==> src/rtl/tp_lm_pkg.sv <==
package tp_lm_pkg;

  typedef enum logic {
    LS_FAIL = 1'b0,
    LS_UP   = 1'b1
  } link_state_e;

  // Classification of one received pulse strobe
  typedef struct packed {
    logic good;   // spacing inside the window
    logic early;  // spacing below the minimum
    logic late;   // spacing above the maximum (or first pulse)
  } pulse_class_t;

endpackage

==> src/rtl/tp_lm_rst_sync.sv <==
module tp_lm_rst_sync (
  input  logic clk,
  input  logic rst_n,
  output logic rst_sync_n
);

  logic [1:0] sync_q;

  always_ff @(posedge clk or negedge rst_n) begin
    if (!rst_n) begin
      sync_q <= 2'b00;
    end else begin
      sync_q <= {sync_q[0], 1'b1};
    end
  end

  assign rst_sync_n = sync_q[1];

endmodule

==> src/rtl/tp_lm_gap_check.sv <==
module tp_lm_gap_check
  import tp_lm_pkg::*;
#(
  parameter int MIN_GAP = 20,
  parameter int MAX_GAP = 200
) (
  input  logic         clk,
  input  logic         rst_n,
  input  logic         rx_pulse,
  output pulse_class_t cls
);

  localparam int GW = $clog2(MAX_GAP + 2);
  localparam logic [GW-1:0] SAT_V = GW'(MAX_GAP + 1);
  localparam logic [GW-1:0] MIN_V = GW'(MIN_GAP);
  localparam logic [GW-1:0] ONE_V = GW'(1);

  logic [GW-1:0] gap_q;
  logic [GW-1:0] gap_d;
  logic          gap_en;

  // Cycles since the last strobe, saturating one past the maximum
  always_comb begin
    gap_en = rx_pulse || (gap_q != SAT_V);
    gap_d  = gap_q;
    if (rx_pulse) begin
      gap_d = ONE_V;
    end else if (gap_q != SAT_V) begin
      gap_d = gap_q + ONE_V;
    end
  end

  always_ff @(posedge clk or negedge rst_n) begin
    if (!rst_n) begin
      gap_q <= SAT_V;
    end else if (gap_en) begin
      gap_q <= gap_d;
    end
  end

  always_comb begin
    cls.early = rx_pulse && (gap_q < MIN_V);
    cls.late  = rx_pulse && (gap_q == SAT_V);
    cls.good  = rx_pulse && !(gap_q < MIN_V) && (gap_q != SAT_V);
  end

endmodule

==> src/rtl/tp_lm_link_fsm.sv <==
module tp_lm_link_fsm
  import tp_lm_pkg::*;
#(
  parameter int LOSS_CYC    = 400,
  parameter int GOOD_PULSES = 2
) (
  input  logic         clk,
  input  logic         rst_n,
  input  logic         enable,
  input  pulse_class_t cls,
  input  logic         frame_act,
  output logic         link_fail
);

  localparam int LW = $clog2(LOSS_CYC + 1);
  localparam int KW = $clog2(GOOD_PULSES + 1);
  localparam logic [LW-1:0] LOSS_LAST_V = LW'(LOSS_CYC - 1);
  localparam logic [LW-1:0] LOSS_ONE_V  = LW'(1);
  localparam logic [KW-1:0] GOOD_LAST_V = KW'(GOOD_PULSES - 1);
  localparam logic [KW-1:0] GOOD_ONE_V  = KW'(1);

  link_state_e   state_q, state_d;
  logic [LW-1:0] loss_q,  loss_d;
  logic [KW-1:0] good_q,  good_d;

  always_comb begin
    state_d = state_q;
    loss_d  = loss_q;
    good_d  = good_q;
    if (!enable) begin
      // test disabled: never fail, keep counters clear
      state_d = LS_UP;
      loss_d  = '0;
      good_d  = '0;
    end else begin
      unique case (state_q)
        LS_FAIL: begin
          loss_d = '0;
          if (frame_act) begin
            state_d = LS_UP;
            good_d  = '0;
          end else if (cls.good) begin
            if (good_q == GOOD_LAST_V) begin
              state_d = LS_UP;
              good_d  = '0;
            end else begin
              good_d = good_q + GOOD_ONE_V;
            end
          end else if (cls.early || cls.late) begin
            good_d = '0;
          end
        end
        LS_UP: begin
          good_d = '0;
          if (frame_act || cls.good) begin
            loss_d = '0;
          end else if (loss_q == LOSS_LAST_V) begin
            state_d = LS_FAIL;
            loss_d  = '0;
          end else begin
            loss_d = loss_q + LOSS_ONE_V;
          end
        end
        default: state_d = LS_FAIL;
      endcase
    end
  end

  always_ff @(posedge clk or negedge rst_n) begin
    if (!rst_n) begin
      state_q <= LS_FAIL;
      loss_q  <= '0;
      good_q  <= '0;
    end else begin
      state_q <= state_d;
      loss_q  <= loss_d;
      good_q  <= good_d;
    end
  end

  assign link_fail = (state_q == LS_FAIL);

endmodule

==> src/rtl/tp_lm_pulse_gen.sv <==
module tp_lm_pulse_gen #(
  parameter int LP_PERIOD = 100,
  parameter int LP_WIDTH  = 3
) (
  input  logic clk,
  input  logic rst_n,
  input  logic run,
  output logic lp_req
);

  localparam int CW = $clog2(LP_PERIOD);
  localparam logic [CW-1:0] LAST_V  = CW'(LP_PERIOD - 1);
  localparam logic [CW-1:0] START_V = CW'(LP_PERIOD - LP_WIDTH);
  localparam logic [CW-1:0] ONE_V   = CW'(1);

  logic [CW-1:0] cnt_q, cnt_d;
  logic          req_q, req_d;
  logic          cnt_en;

  always_comb begin
    cnt_en = run || (cnt_q != '0) || req_q;
    cnt_d  = '0;
    req_d  = 1'b0;
    if (run) begin
      cnt_d = (cnt_q == LAST_V) ? '0 : (cnt_q + ONE_V);
      req_d = (cnt_d >= START_V);
    end
  end

  always_ff @(posedge clk or negedge rst_n) begin
    if (!rst_n) begin
      cnt_q <= '0;
      req_q <= 1'b0;
    end else if (cnt_en) begin
      cnt_q <= cnt_d;
      req_q <= req_d;
    end
  end

  assign lp_req = req_q;

endmodule

==> src/rtl/tp_link_monitor.sv <==
module tp_link_monitor
  import tp_lm_pkg::*;
#(
  parameter int MIN_GAP     = 20,
  parameter int MAX_GAP     = 200,
  parameter int LOSS_CYC    = 400,
  parameter int GOOD_PULSES = 2,
  parameter int LP_PERIOD   = 100,
  parameter int LP_WIDTH    = 3
) (
  input  logic clk,
  input  logic rst_n,
  input  logic link_test_en,
  input  logic tx_permit,
  input  logic tx_frame_act,
  input  logic rx_pulse,
  input  logic rx_frame_act,
  output logic link_fail,
  output logic lp_req
);

  logic         rst_sync_n;
  pulse_class_t cls;
  logic         lp_run;

  tp_lm_rst_sync u_rst_sync (
    .clk        (clk),
    .rst_n      (rst_n),
    .rst_sync_n (rst_sync_n)
  );

  tp_lm_gap_check #(
    .MIN_GAP (MIN_GAP),
    .MAX_GAP (MAX_GAP)
  ) u_gap_check (
    .clk      (clk),
    .rst_n    (rst_sync_n),
    .rx_pulse (rx_pulse),
    .cls      (cls)
  );

  tp_lm_link_fsm #(
    .LOSS_CYC    (LOSS_CYC),
    .GOOD_PULSES (GOOD_PULSES)
  ) u_link_fsm (
    .clk       (clk),
    .rst_n     (rst_sync_n),
    .enable    (link_test_en),
    .cls       (cls),
    .frame_act (rx_frame_act),
    .link_fail (link_fail)
  );

  assign lp_run = link_test_en && tx_permit && !tx_frame_act;

  tp_lm_pulse_gen #(
    .LP_PERIOD (LP_PERIOD),
    .LP_WIDTH  (LP_WIDTH)
  ) u_pulse_gen (
    .clk    (clk),
    .rst_n  (rst_sync_n),
    .run    (lp_run),
    .lp_req (lp_req)
  );

endmodule

==> config.mk <==
export PLATFORM = sky130hd
export DESIGN_NAME = tp_link_monitor
export DESIGN_NICKNAME = d
export VERILOG_FILES = /design/src/rtl/tp_lm_pkg.sv /design/src/rtl/tp_lm_rst_sync.sv /design/src/rtl/tp_lm_gap_check.sv /design/src/rtl/tp_lm_link_fsm.sv /design/src/rtl/tp_lm_pulse_gen.sv /design/src/rtl/tp_link_monitor.sv
export SDC_FILE = /design/constraint.sdc
export NUM_CORES = 1
export LEC_CHECK = 0
export ABC_CLOCK_PERIOD_IN_PS = 1200
export BUFFER_PORTS_ARGS = -buffer_cell sky130_fd_sc_hd__buf_2
export CELL_PAD_IN_SITES_DETAIL_PLACEMENT = 1
export CELL_PAD_IN_SITES_GLOBAL_PLACEMENT = 1
export CORE_ASPECT_RATIO = 2
export CORE_UTILIZATION = 40
export DETAILED_ROUTE_END_ITERATION = 10
export HOLD_SLACK_MARGIN = 0.03
export PLACE_DENSITY = 0.8
export SLEW_MARGIN = 20
export SYNTH_ARGS = -nofsm -noshare
export SYNTH_HDL_FRONTEND = slang
export SYNTH_SLANG_ARGS = --single-unit
==> constraint.sdc <==
create_clock -name clk -period 1.2 [get_ports clk]
set_clock_uncertainty 0.1 [all_clocks]
set_input_delay 0.06 -clock clk [delete_from_list [all_inputs] [get_ports clk]]
set_output_delay 0.06 -clock clk [all_outputs]
set_load 0.01 [all_outputs]
==> metrics.md, run 1 <==
| Metric | Value |
|---|---|
| Status | `finished with violations` |
| Failing checks | `negative setup slack` |
| Nets | `219` |
| Initial DRT Pass Iterations | `4` |
| Share of post-route cells with drive strength above 1 | `0.5144` |
| DR iter-0 viols | `25` |
| Leakage power | `1.006 nW` |
| Grt met3 use | `0.05510` |
| DRC violations left | `0` |
| Vias/cell | `5.447` |
| H-tree lvl count | `2` |
| Int Power | `around 0.0019 W` |
| Crit start category | `flop` |
| Clk buf depth | `2` |
| Via count | `between 1000 and 1500` |
| Clock network power share | `0.314` |
| HPWL Detailed | `3.125 mm` |
| Fmax | `about 500 MHz` |
| Die Width | `45.23 µm` |
| Min Tclk post-route | `1.989 ns` |
| RSZ-0062 raised after global routing | `true` |
| Area Overhead vs Synth | `57.07%` |
| Root buffer cell | `clkbuf_8` |
| Setup tns final | `-12.87 ns` |
| Initial core utilization | `0.4145` |
| Crit. End Element | `flop` |
| CTS tree | `built` |
| #FFs+latches synth | `30` |
| Busiest metal layer after global routing | `met2` |
| Switch Pwr | `around 0.00080 W` |
| ANT nets after route | `0` |
| Hold buffer count at cts | `4` |
| Maximum VDD drop | `between 0.001 and 0.0015 V` |
| Global route overflow | `0` |
| Main area contributors after synthesis | `dfrtp_1 (44%), dfstp_2 (7.0%), xnor2_1 (5.3%), xor2_1 (4.7%), nor2_1 (4.5%)` |
| Syn_area_per_cell | `about 10 µm²` |
| Post-Syn Area | `0.001495 mm²` |
| Crit path max fanout | `2` |
| Die height | `a little under 90 µm` |
| Critical path arrival | `roughly 2.1 ns` |
| Filler cells | `roughly 380` |
| Worst endpoint required time | `roughly 1.3 ns` |
| Pwr dens | `between 1000 and 1500 mW/mm²` |
| Library cells used by synthesis | `38` |
| Port Buf Inserts | `8` |
| Row Count | `31` |
| Min-Delay Path Class | `input port to flop` |
| Clock sink count | `30` |
| Vias in the first global route | `~1700` |
| Final setup margin | `-0.7894 ns` |
| Num CTS Buffers | `5` |
| Synth area leader | `dfrtp_1` |
| Most common cell after layout, fill and taps aside | `buf_4` |
| Met2 global-route usage | `0.6008` |
| Max-Cap Viols | `0` |
| Drt wl/cell | `21.74 µm` |
| Largest net degree at the start of global routing | `29` |
| Crit Path Class | `flop to flop` |
| Total track usage | `0.3133` |
| Reg clk slew, reported paths | `~0.080 ns` |
| Seq pwr share | `0.415` |
| Area of the core | `0.003607 mm²` |
| Final Hold Vio Count | `0` |
| Ys Warns | `0` |
| Die area | `~0.004 mm²` |
| Switching share of power | `0.2927` |
| IO Pins | `9` |
| Post-Route WL | `~5.6 mm` |
| Synth Instances | `between 100 and 150` |
| Post-synth top area share | `0.4351` |
| Sequential area share after synthesis | `0.5054` |
| Mapped Nets | `roughly 160` |
| Tcrit/Tclk final | `1.658` |
| Final max-slew violation count | `0` |
| Most frequent cells in the layout | `buf_4 (38), dfrtp_1 (23), nor2_1 (12)` |
| Initial antenna violation count | `0` |
| Comb pwr share | `0.272` |
| Worst-skew pair later-pin latency | `0.29 ns` |
| Setup violators final | `28` |
| Met1 global-route usage | `0.2911` |
| Antenna Cells | `0` |
| First-pass GRT wire length | `around 8.4 mm` |
| Total power | `between 0.002 and 0.003 W` |
| Routability Congestion | `0.8654` |
## registers in the layout, summed over array words and instances, names as in the netlist
name	count
u_gap_check.gap_q	8
u_link_fsm.good_q	2
u_link_fsm.loss_q	9
u_link_fsm.state_q	1
u_pulse_gen.cnt_q	7
u_pulse_gen.lp_req	1
u_rst_sync.sync_q	2
## metal layers
layer,wire [µm],share of wire
met5,0,0
met3,94,0.017
met2,3325,0.60
met1,1970,0.35
met4,195,0.035
## metrics by stage
| stage | cells | utilization | instance area, µm² | hold slack, ns | setup slack (ns) |
|---|---|---|---|---|---|
| global route | 257 | 0.6511 | 2349 | 0.02076 | -0.8259 |
| global placement | 239 | 0.5352 | 1931 | -0.2560 | -0.6533 |
| floorplan | 144 | - | 1536 | -0.3356 | -0.7166 |
| detailed placement | 239 | 0.5352 | 1931 | -0.2527 | -0.7739 |
| CTS | 255 | 0.6226 | 2246 | -0.01753 | -0.7191 |
| finish | 257 | 0.6511 | 2349 | 0.01627 | -0.7894 |
## layout make-up
class | count | area (µm²) | share of cell area
repair buffers | 59 | 470.5 | 0.2003
well taps | 49 | 61.31 | 0.02611
flip-flops and latches | 30 | 759.5 | 0.3234
clock buffers | 8 | 90.09 | 0.03836
multi-input cells | 106 | 948.4 | 0.4038
inverters | 5 | 18.77 | 0.007991
## logic make-up after synthesis
group | count (synthesis) | share of synthesized area
compound gates | 20 | 0.09707
other cells | 1 | 0.002508
xor+xnor | 17 | 0.09959
simple gates | 63 | 0.2310
buf+inv | 8 | 0.02260
fa+ha+maj | 5 | 0.04184
flops | 30 | 0.5054
## worst max-delay path, stage by stage, from the launching register on
cell      delay (ns)
dfstp_2         0.57
ha_4            0.15
and4bb_1        0.22
and4b_1         0.24
a211oi_1        0.06
or4b_1          0.53
## Yosys cell counts, drive strengths merged
library cell and count:
xnor2 9, buf 1, or3 4, or4b 2, a21oi 3, and4b 1, dfrtp 26, and4bb 1
nand3b 1, and3b 1, o21ai 5, ha 5, and3 3, dfstp 4, o41ai 1, nor3b 1
a41oi 2, nor4b 1, clkbuf 2, o21a 1, conb 1, inv 5, nand3 9, a22o 1
nand4 2, nand2b 4, nor3 4, o311a 1, a31oi 3, nand2 6, a21boi 1, a211oi 2
and2 4, xor2 8, nand4b 1, nor2 18
## repair_timing
item	4_1_cts	5_1_grt
buffers inserted	5	4
endpoints found under the hold margin	7	1
pin swaps	20	11
gates resized for setup	35	21
setup endpoints to repair	28	28
## path summary, 6_finish.rpt
| check | start | end | slack (ns) | cells past startpoint |
|---|---|---|---|---|
| min in group asynchronous | u_rst_sync.sync_q[1] | u_link_fsm.state_q | 0.15 | 1 |
| min reg2reg | u_rst_sync.sync_q[1] | u_link_fsm.state_q | 0.15 | 1 |
| max reg2reg | u_gap_check.gap_q[0] | u_link_fsm.state_q | -0.79 | 5 |
| min | link_test_en | u_link_fsm.state_q | 0.02 | 2 |
| max | u_gap_check.gap_q[0] | u_link_fsm.state_q | -0.79 | 5 |
| max in group asynchronous | rst_n | u_rst_sync.sync_q[1] | 0.35 | 3 |
## power groups by stage
stage / sequential (W) / clock, W / combinational [W]
finish: 0.00114 / 0.000860 / 0.000745
global route: 0.00114 / 0.000909 / 0.000791
CTS: 0.00112 / 0.000863 / 0.000601
detailed placement: 0.00113 / 0 / 0.000493
global placement: 0.00113 / 0 / 0.000469
floorplan: 0.00116 / 0 / 0.000240
Power figures use the tool's default switching activity.
==> inputs of run 2 (changes only) <==
ABC_CLOCK_PERIOD_IN_PS = 2000   (was 1200)
clock period = 2 ns   (was 1.2 ns; I/O delays follow)
==> run 2 against run 1 <==
  * The run now ends clean
  * Count of clock-buffer cells in the layout unchanged
  * Final cell count fell by 16%
  * Die area unchanged
  * Largest power group unchanged
==> metrics.md, run 2 (synthesis results as in run 1) <==
| Metric | Value |
|---|---|
| Status | `complete, no violations` |
| RSZ-0062 raised after global routing | `true` |
| Leakage power | `~0.79 nW` |
| Die height | `88.46 µm` |
| Seq pwr share | `0.472` |
| Min-Delay Path Class | `flop to async pin` |
| Placed Cells | `between 200 and 250` |
| Final Hold Vio Count | `0` |
| CTS tree | `built` |
| Largest net degree at the start of global routing | `29` |
| Largest register by flop count | `u_link_fsm.loss_q` |
| Filler cells | `between 400 and 500` |
| Top flop regs | `u_link_fsm.loss_q x9, u_gap_check.gap_q x8, u_pulse_gen.cnt_q x7` |
| Antenna Cells | `0` |
| Area of the core | `~0.0036 mm²` |
| Fmax | `503.9 MHz` |
| H-tree lvl count | `2` |
| Post-Route WL | `approximately 3.4 mm` |
| Crit path max fanout | `3` |
| DRC violations left | `0` |
| Routability Congestion | `roughly 0.74` |
| Post-route insts no fill | `216` |
| Vias in the first global route | `1220` |
| Worst-skew pair later-pin latency | `0.28 ns` |
| Vias/cell | `between 5 and 6` |
| Num CTS Buffers | `5` |
| WHS | `roughly 0.14 ns` |
| Met1 global-route usage | `0.1989` |
| Grt met3 use | `0.04286` |
| Die area | `roughly 0.0040 mm²` |
| Busiest metal layer after global routing | `met2` |
| Max-Cap Viols | `0` |
| Root buffer cell | `clkbuf_8` |
| Met2 global-route usage | `0.3412` |
| Max FFs per register | `9` |
| Clock sink count | `30` |
| Maximum VDD drop | `between 0.0005 and 0.0006 V` |
| ANT nets after route | `0` |
| HPWL Detailed | `around 2.5 mm` |
| Critical path arrival | `about 2.0 ns` |
| Share of post-route cells with drive strength above 1 | `0.1737` |
| Reg clk slew, reported paths | `~0.060 ns` |
| Row Count | `31` |
| Initial DRT Pass Iterations | `4` |
| Clk buf depth | `2` |
| Nets | `approximately 180` |
| Min Tclk post-route | `1.985 ns` |
| Worst endpoint required time | `roughly 2.1 ns` |
| Switch Pwr | `0.0003706 W` |
| Die Width | `45.23 µm` |
| Initial antenna violation count | `0` |
| Global route overflow | `0` |
| Crit start category | `flop` |
| Pwr dens | `approximately 800 mW/mm²` |
| Drt wl/cell | `around 16 µm` |
| Crit Path Class | `flop to flop` |
| Switching share of power | `0.2552` |
| Int Power | `between 0.001 and 0.0015 W` |
| Total track usage | `0.1954` |
| Setup violators final | `0` |
| Comb pwr share | `0.137` |
| Final max-slew violation count | `0` |
| Port Buf Inserts | `8` |
| Most frequent cells in the layout | `dfrtp_1 (26), nor2_1 (18), nand3_1 (9), xnor2_1 (9)` |
| Area Overhead vs Synth | `20.17%` |
| Tcrit/Tclk final | `0.9923` |
| First-pass GRT wire length | `roughly 5.5 mm` |
| DR iter-0 viols | `10` |
| Crit. End Element | `flop` |
| Initial core utilization | `0.4145` |
| Most common cell after layout, fill and taps aside | `dfrtp_1` |
| Clock network power share | `0.391` |
| IO Pins | `9` |
| Via count | `1155` |
| Final core occ | `0.4981` |
## run 2: changes by cell type in the layout (fill, tap and decap cells not counted), moves of 5 or more
cell	previous run	this run
buf_4	38	5
buf_6	8	0
nor2_1	12	18
nor2_2	5	0
## run 2: worst paths after layout
| kind | from | endpoint | slack, ns | cells after the start |
|---|---|---|---|---|
| min | u_rst_sync.sync_q[1] | u_link_fsm.loss_q[7] | 0.14 | 1 |
| max | u_gap_check.gap_q[0] | u_link_fsm.state_q | 0.02 | 5 |
| max reg2reg | u_gap_check.gap_q[0] | u_link_fsm.state_q | 0.02 | 5 |
| min in group clk | tx_frame_act | u_pulse_gen.cnt_q[6] | 0.17 | 3 |
| max in group asynchronous | rst_n | u_rst_sync.sync_q[0] | 1.11 | 3 |
| min reg2reg | u_rst_sync.sync_q[1] | u_link_fsm.loss_q[7] | 0.14 | 1 |
## run 2: power by group through the flow
| stage | combinational [W] | sequential, W | clock [W] |
|---|---|---|---|
| 4_1_cts | 0.000193 | 0.000685 | 0.000585 |
| 2_1_floorplan | 0.000129 | 0.000688 | 0 |
| 5_1_grt | 0.000225 | 0.000692 | 0.000608 |
| 6_report | 0.000198 | 0.000686 | 0.000568 |
| 3_3_place_gp | 0.000175 | 0.000691 | 0 |
| 3_5_place_dp | 0.000184 | 0.000696 | 0 |
## run 2: layout make-up
class,count,area [µm²],share of cell area
inverters,5,18.77,0.01045
well taps,49,61.31,0.03412
repair buffers,18,127.6,0.07103
clock buffers,8,110.1,0.06128
flip-flops and latches,30,755.7,0.4206
multi-input cells,106,723.2,0.4025
## run 2: metrics by stage
stage | worst slack, ns | cell area, µm² | power, W | TNS, ns
final | 0.01547 | 1797 | 0.001452 | 0
after global routing | -0.07304 | 1797 | 0.001525 | -0.07304
after CTS | 0.01028 | 1772 | 0.001464 | 0
after detailed placement | 0.04061 | 1612 | 0.0008801 | 0
after global placement | 0.1327 | 1612 | 0.0008658 | 0
after floorplan | 0.08312 | 1495 | 0.0008168 | 0
## run 2: routing by layer
metal	share of wire	routed length, µm
met1	0.38	1300
met2	0.56	1918
met3	0.018	63
met4	0.037	127
met5	0	0
## run 2: critical path, cell delays in order (launching register included)
cell and delay (ns):
dfstp_2 0.58, ha_4 0.14, and4bb_1 0.20, and4b_1 0.24
a211oi_2 0.06, or4b_1 0.53
## run 2: timing repair
item | 4_1_cts | 5_1_grt
hold endpoints to repair | 12 | 0
buffers inserted | 0 | 1
setup endpoints to repair | 0 | 1
resized for setup | 0 | 3
hold buffers | 5 | 0
==> inputs of run 3 (changes only) <==
CORE_UTILIZATION = 47   (was 40)
PLACE_DENSITY = 0.9   (was 0.8)
==> run 3 against run 2 <==
  * Critical path depth stayed put
  * First-iteration DRC count is 90% higher
  * Via count is 1.2% lower
  * Die area is 14% lower
  * Cell area is 2.6% lower
  * Sequential cell count stayed put
  * Utilization is 9.0 points higher
  * Routed wire length is 2.1% lower
  * Global-route usage is 4.0 points higher
  * Sequential share of layout area is 1.1 points higher
  * Highest routed layer unchanged
==> metrics.md, run 3 (synthesis results as in run 1) <==
| Metric | Value |
|---|---|
| Row Count | `28` |
| Worst endpoint required time | `between 2 and 2.5 ns` |
| DRC violations left | `0` |
| Hold Path Depth | `3` |
| Antenna Cells | `0` |
| Pwr dens | `around 830 mW/mm²` |
| Worst hold start | `link_test_en` |
| ANT nets after route | `0` |
| DR iter-0 viols | `19` |
| Reg clk slew, reported paths | `around 0.07 ns` |
| Reg area | `approximately 760 µm²` |
| Total track usage | `0.2350` |
| Most frequent cells in the layout | `dfrtp_1 (26), nor2_1 (18), nand3_1 (9), xnor2_1 (9)` |
| Reg2reg path depth | `5` |
| Setup violators final | `0` |
| WHS Endpoint | `u_link_fsm.loss_q[2]` |
| Worst-skew pair later-pin latency | `approximately 0.28 ns` |
| Max-Cap Viols | `0` |
| R2r setup slk | `0.04 ns` |
| Maximum VDD drop | `between 0.0006 and 0.0007 V` |
| Port Buf Inserts | `8` |
| R2r endpoint | `u_link_fsm.state_q` |
| Placed Cells | `about 180` |
| Setup tns final | `0 ns` |
| Placed inst area | `~0.0016 mm²` |
| Post-Route WL | `between 3 and 4 mm` |
| Worst-margin pin slew | `0.5464 ns` |
| Crit path max fanout | `2` |
| Pre-CTS setup slack | `0.002246 ns` |
| Slew Limit Headroom | `0.6306` |
| Max FFs per register | `9` |
| Switch Pwr | `approximately 0.00038 W` |
| Global route overflow | `0` |
| Top flop regs | `u_link_fsm.loss_q x9, u_gap_check.gap_q x8, u_pulse_gen.cnt_q x7` |
| Area Overhead vs Synth | `17.07%` |
| Nets | `between 150 and 200` |
| Vias/cell | `about 5.9` |
| Clock sink count | `30` |
| H-tree lvl count | `2` |
| Leakage power | `about 0.78 nW` |
| Min-Delay Path Class | `input port to flop` |
| Clk buf depth | `2` |
| First-pass GRT wire length | `about 5.8 mm` |
| Switching share of power | `0.2617` |
| Drt wl/cell | `around 17 µm` |
| R2R Path Start | `u_gap_check.gap_q[0]` |
| Vias in the first global route | `around 1300` |
| Largest register by flop count | `u_link_fsm.loss_q` |
| Routability Congestion | `between 0.7 and 0.8` |
| Comb pwr share | `0.134` |
| Initial core utilization | `0.5021` |
| Post-route insts no fill | `around 200` |
| RSZ-0062 raised after global routing | `true` |
| Final core occ | `0.5878` |
| Die Width | `roughly 42 µm` |
| Die height | `around 82 µm` |
| Status | `complete, no violations` |
| Fmax | `roughly 510 MHz` |
| Share of post-route cells with drive strength above 1 | `0.1636` |
| Final setup margin | `a little under 0.04 ns` |
| IO Pins | `9` |
| Int Power | `approximately 0.0011 W` |
| Final Hold Vio Count | `0` |
| Most common cell after layout, fill and taps aside | `dfrtp_1` |
| Area of the multi-input gates | `718.2 µm²` |
| Crit Path Class | `flop to flop` |
| Crit start category | `flop` |
| Area of the core | `just under 0.003 mm²` |
| Crit. End Element | `flop` |
| Tcrit/Tclk final | `0.9804` |
| Filler cells | `331` |
| Clock network power share | `0.397` |
| Initial antenna violation count | `0` |
| Initial DRT Pass Iterations | `4` |
| Critical path arrival | `~2.0 ns` |
| Seq pwr share | `0.469` |
| Post-route cell area | `approximately 0.0018 mm²` |
| HPWL Detailed | `2.449 mm` |
| CTS tree | `built` |
| Min Tclk post-route | `slightly below 2 ns` |
| Num CTS Buffers | `5` |
| Die area | `0.003424 mm²` |
| Largest net degree at the start of global routing | `29` |
| Final max-slew violation count | `0` |
| Root buffer cell | `clkbuf_8` |
| Via count | `roughly 1100` |
==> run 3: power groups by stage <==
stage / Sequential, W / Clock, W / Combinational, W
after floorplan: 0.000688 / 0 / 0.000129
after global placement: 0.000690 / 0 / 0.000172
after detailed placement: 0.000694 / 0 / 0.000182
after CTS: 0.000683 / 0.000590 / 0.000196
after global routing: 0.000687 / 0.000615 / 0.000224
final: 0.000684 / 0.000579 / 0.000195
==> run 3: cell type report <==
cell class | count | area share
inverter | 5 | 0.01072
tap | 30 | 0.02144
sequential | 30 | 0.4317
clock buffer | 8 | 0.06290
timing repair buffer | 16 | 0.06290
multi-input combinational | 106 | 0.4103
==> run 3: what timing repair did <==
action | in CTS | in global routing
hold buffers | 4 | 0
gates cloned | 0 | 0
resized for setup | 0 | 2
buffers inserted | 1 | 0
setup endpoints to repair | 1 | 3
endpoints found under the hold margin | 9 | 0
pin swaps | 0 | 2
==> run 3: per-layer routing <==
metal	GRT usage	vias up	share of wire
li1	-	538	-
met1	0.2296	573	0.37
met2	0.4328	18	0.57
met3	0.05495	12	0.021
met4	0.1484	0	0.039
met5	0	-	0
==> run 3: metrics by stage <==
step                power [W]  hold WS (ns)
floorplan           0.0008168       -0.2956
global placement    0.0008618       -0.2150
detailed placement  0.0008768       -0.2138
CTS                  0.001468       0.04088
global route         0.001526       0.04402
finish               0.001458       0.05282
==> run 3: how the worst max path moves through the flow <==
| stage | from | end | depth (start not counted) |
|---|---|---|---|
| after floorplan | u_gap_check.gap_q[0] | u_link_fsm.state_q | 6 |
| after global placement | u_gap_check.gap_q[0] | u_link_fsm.state_q | 5 |
| after detailed placement | u_gap_check.gap_q[0] | u_link_fsm.state_q | 5 |
| after CTS | u_gap_check.gap_q[0] | u_link_fsm.state_q | 5 |
| after global routing | u_gap_check.gap_q[0] | u_link_fsm.state_q | 5 |
| final | u_gap_check.gap_q[0] | u_link_fsm.state_q | 5 |
==> run 3: worst max-delay path, stage by stage, from the launching register on <==
cell,delay (ns)
dfstp_2,0.56
ha_4,0.12
and4bb_1,0.21
and4b_1,0.23
a211oi_1,0.05
or4b_1,0.55
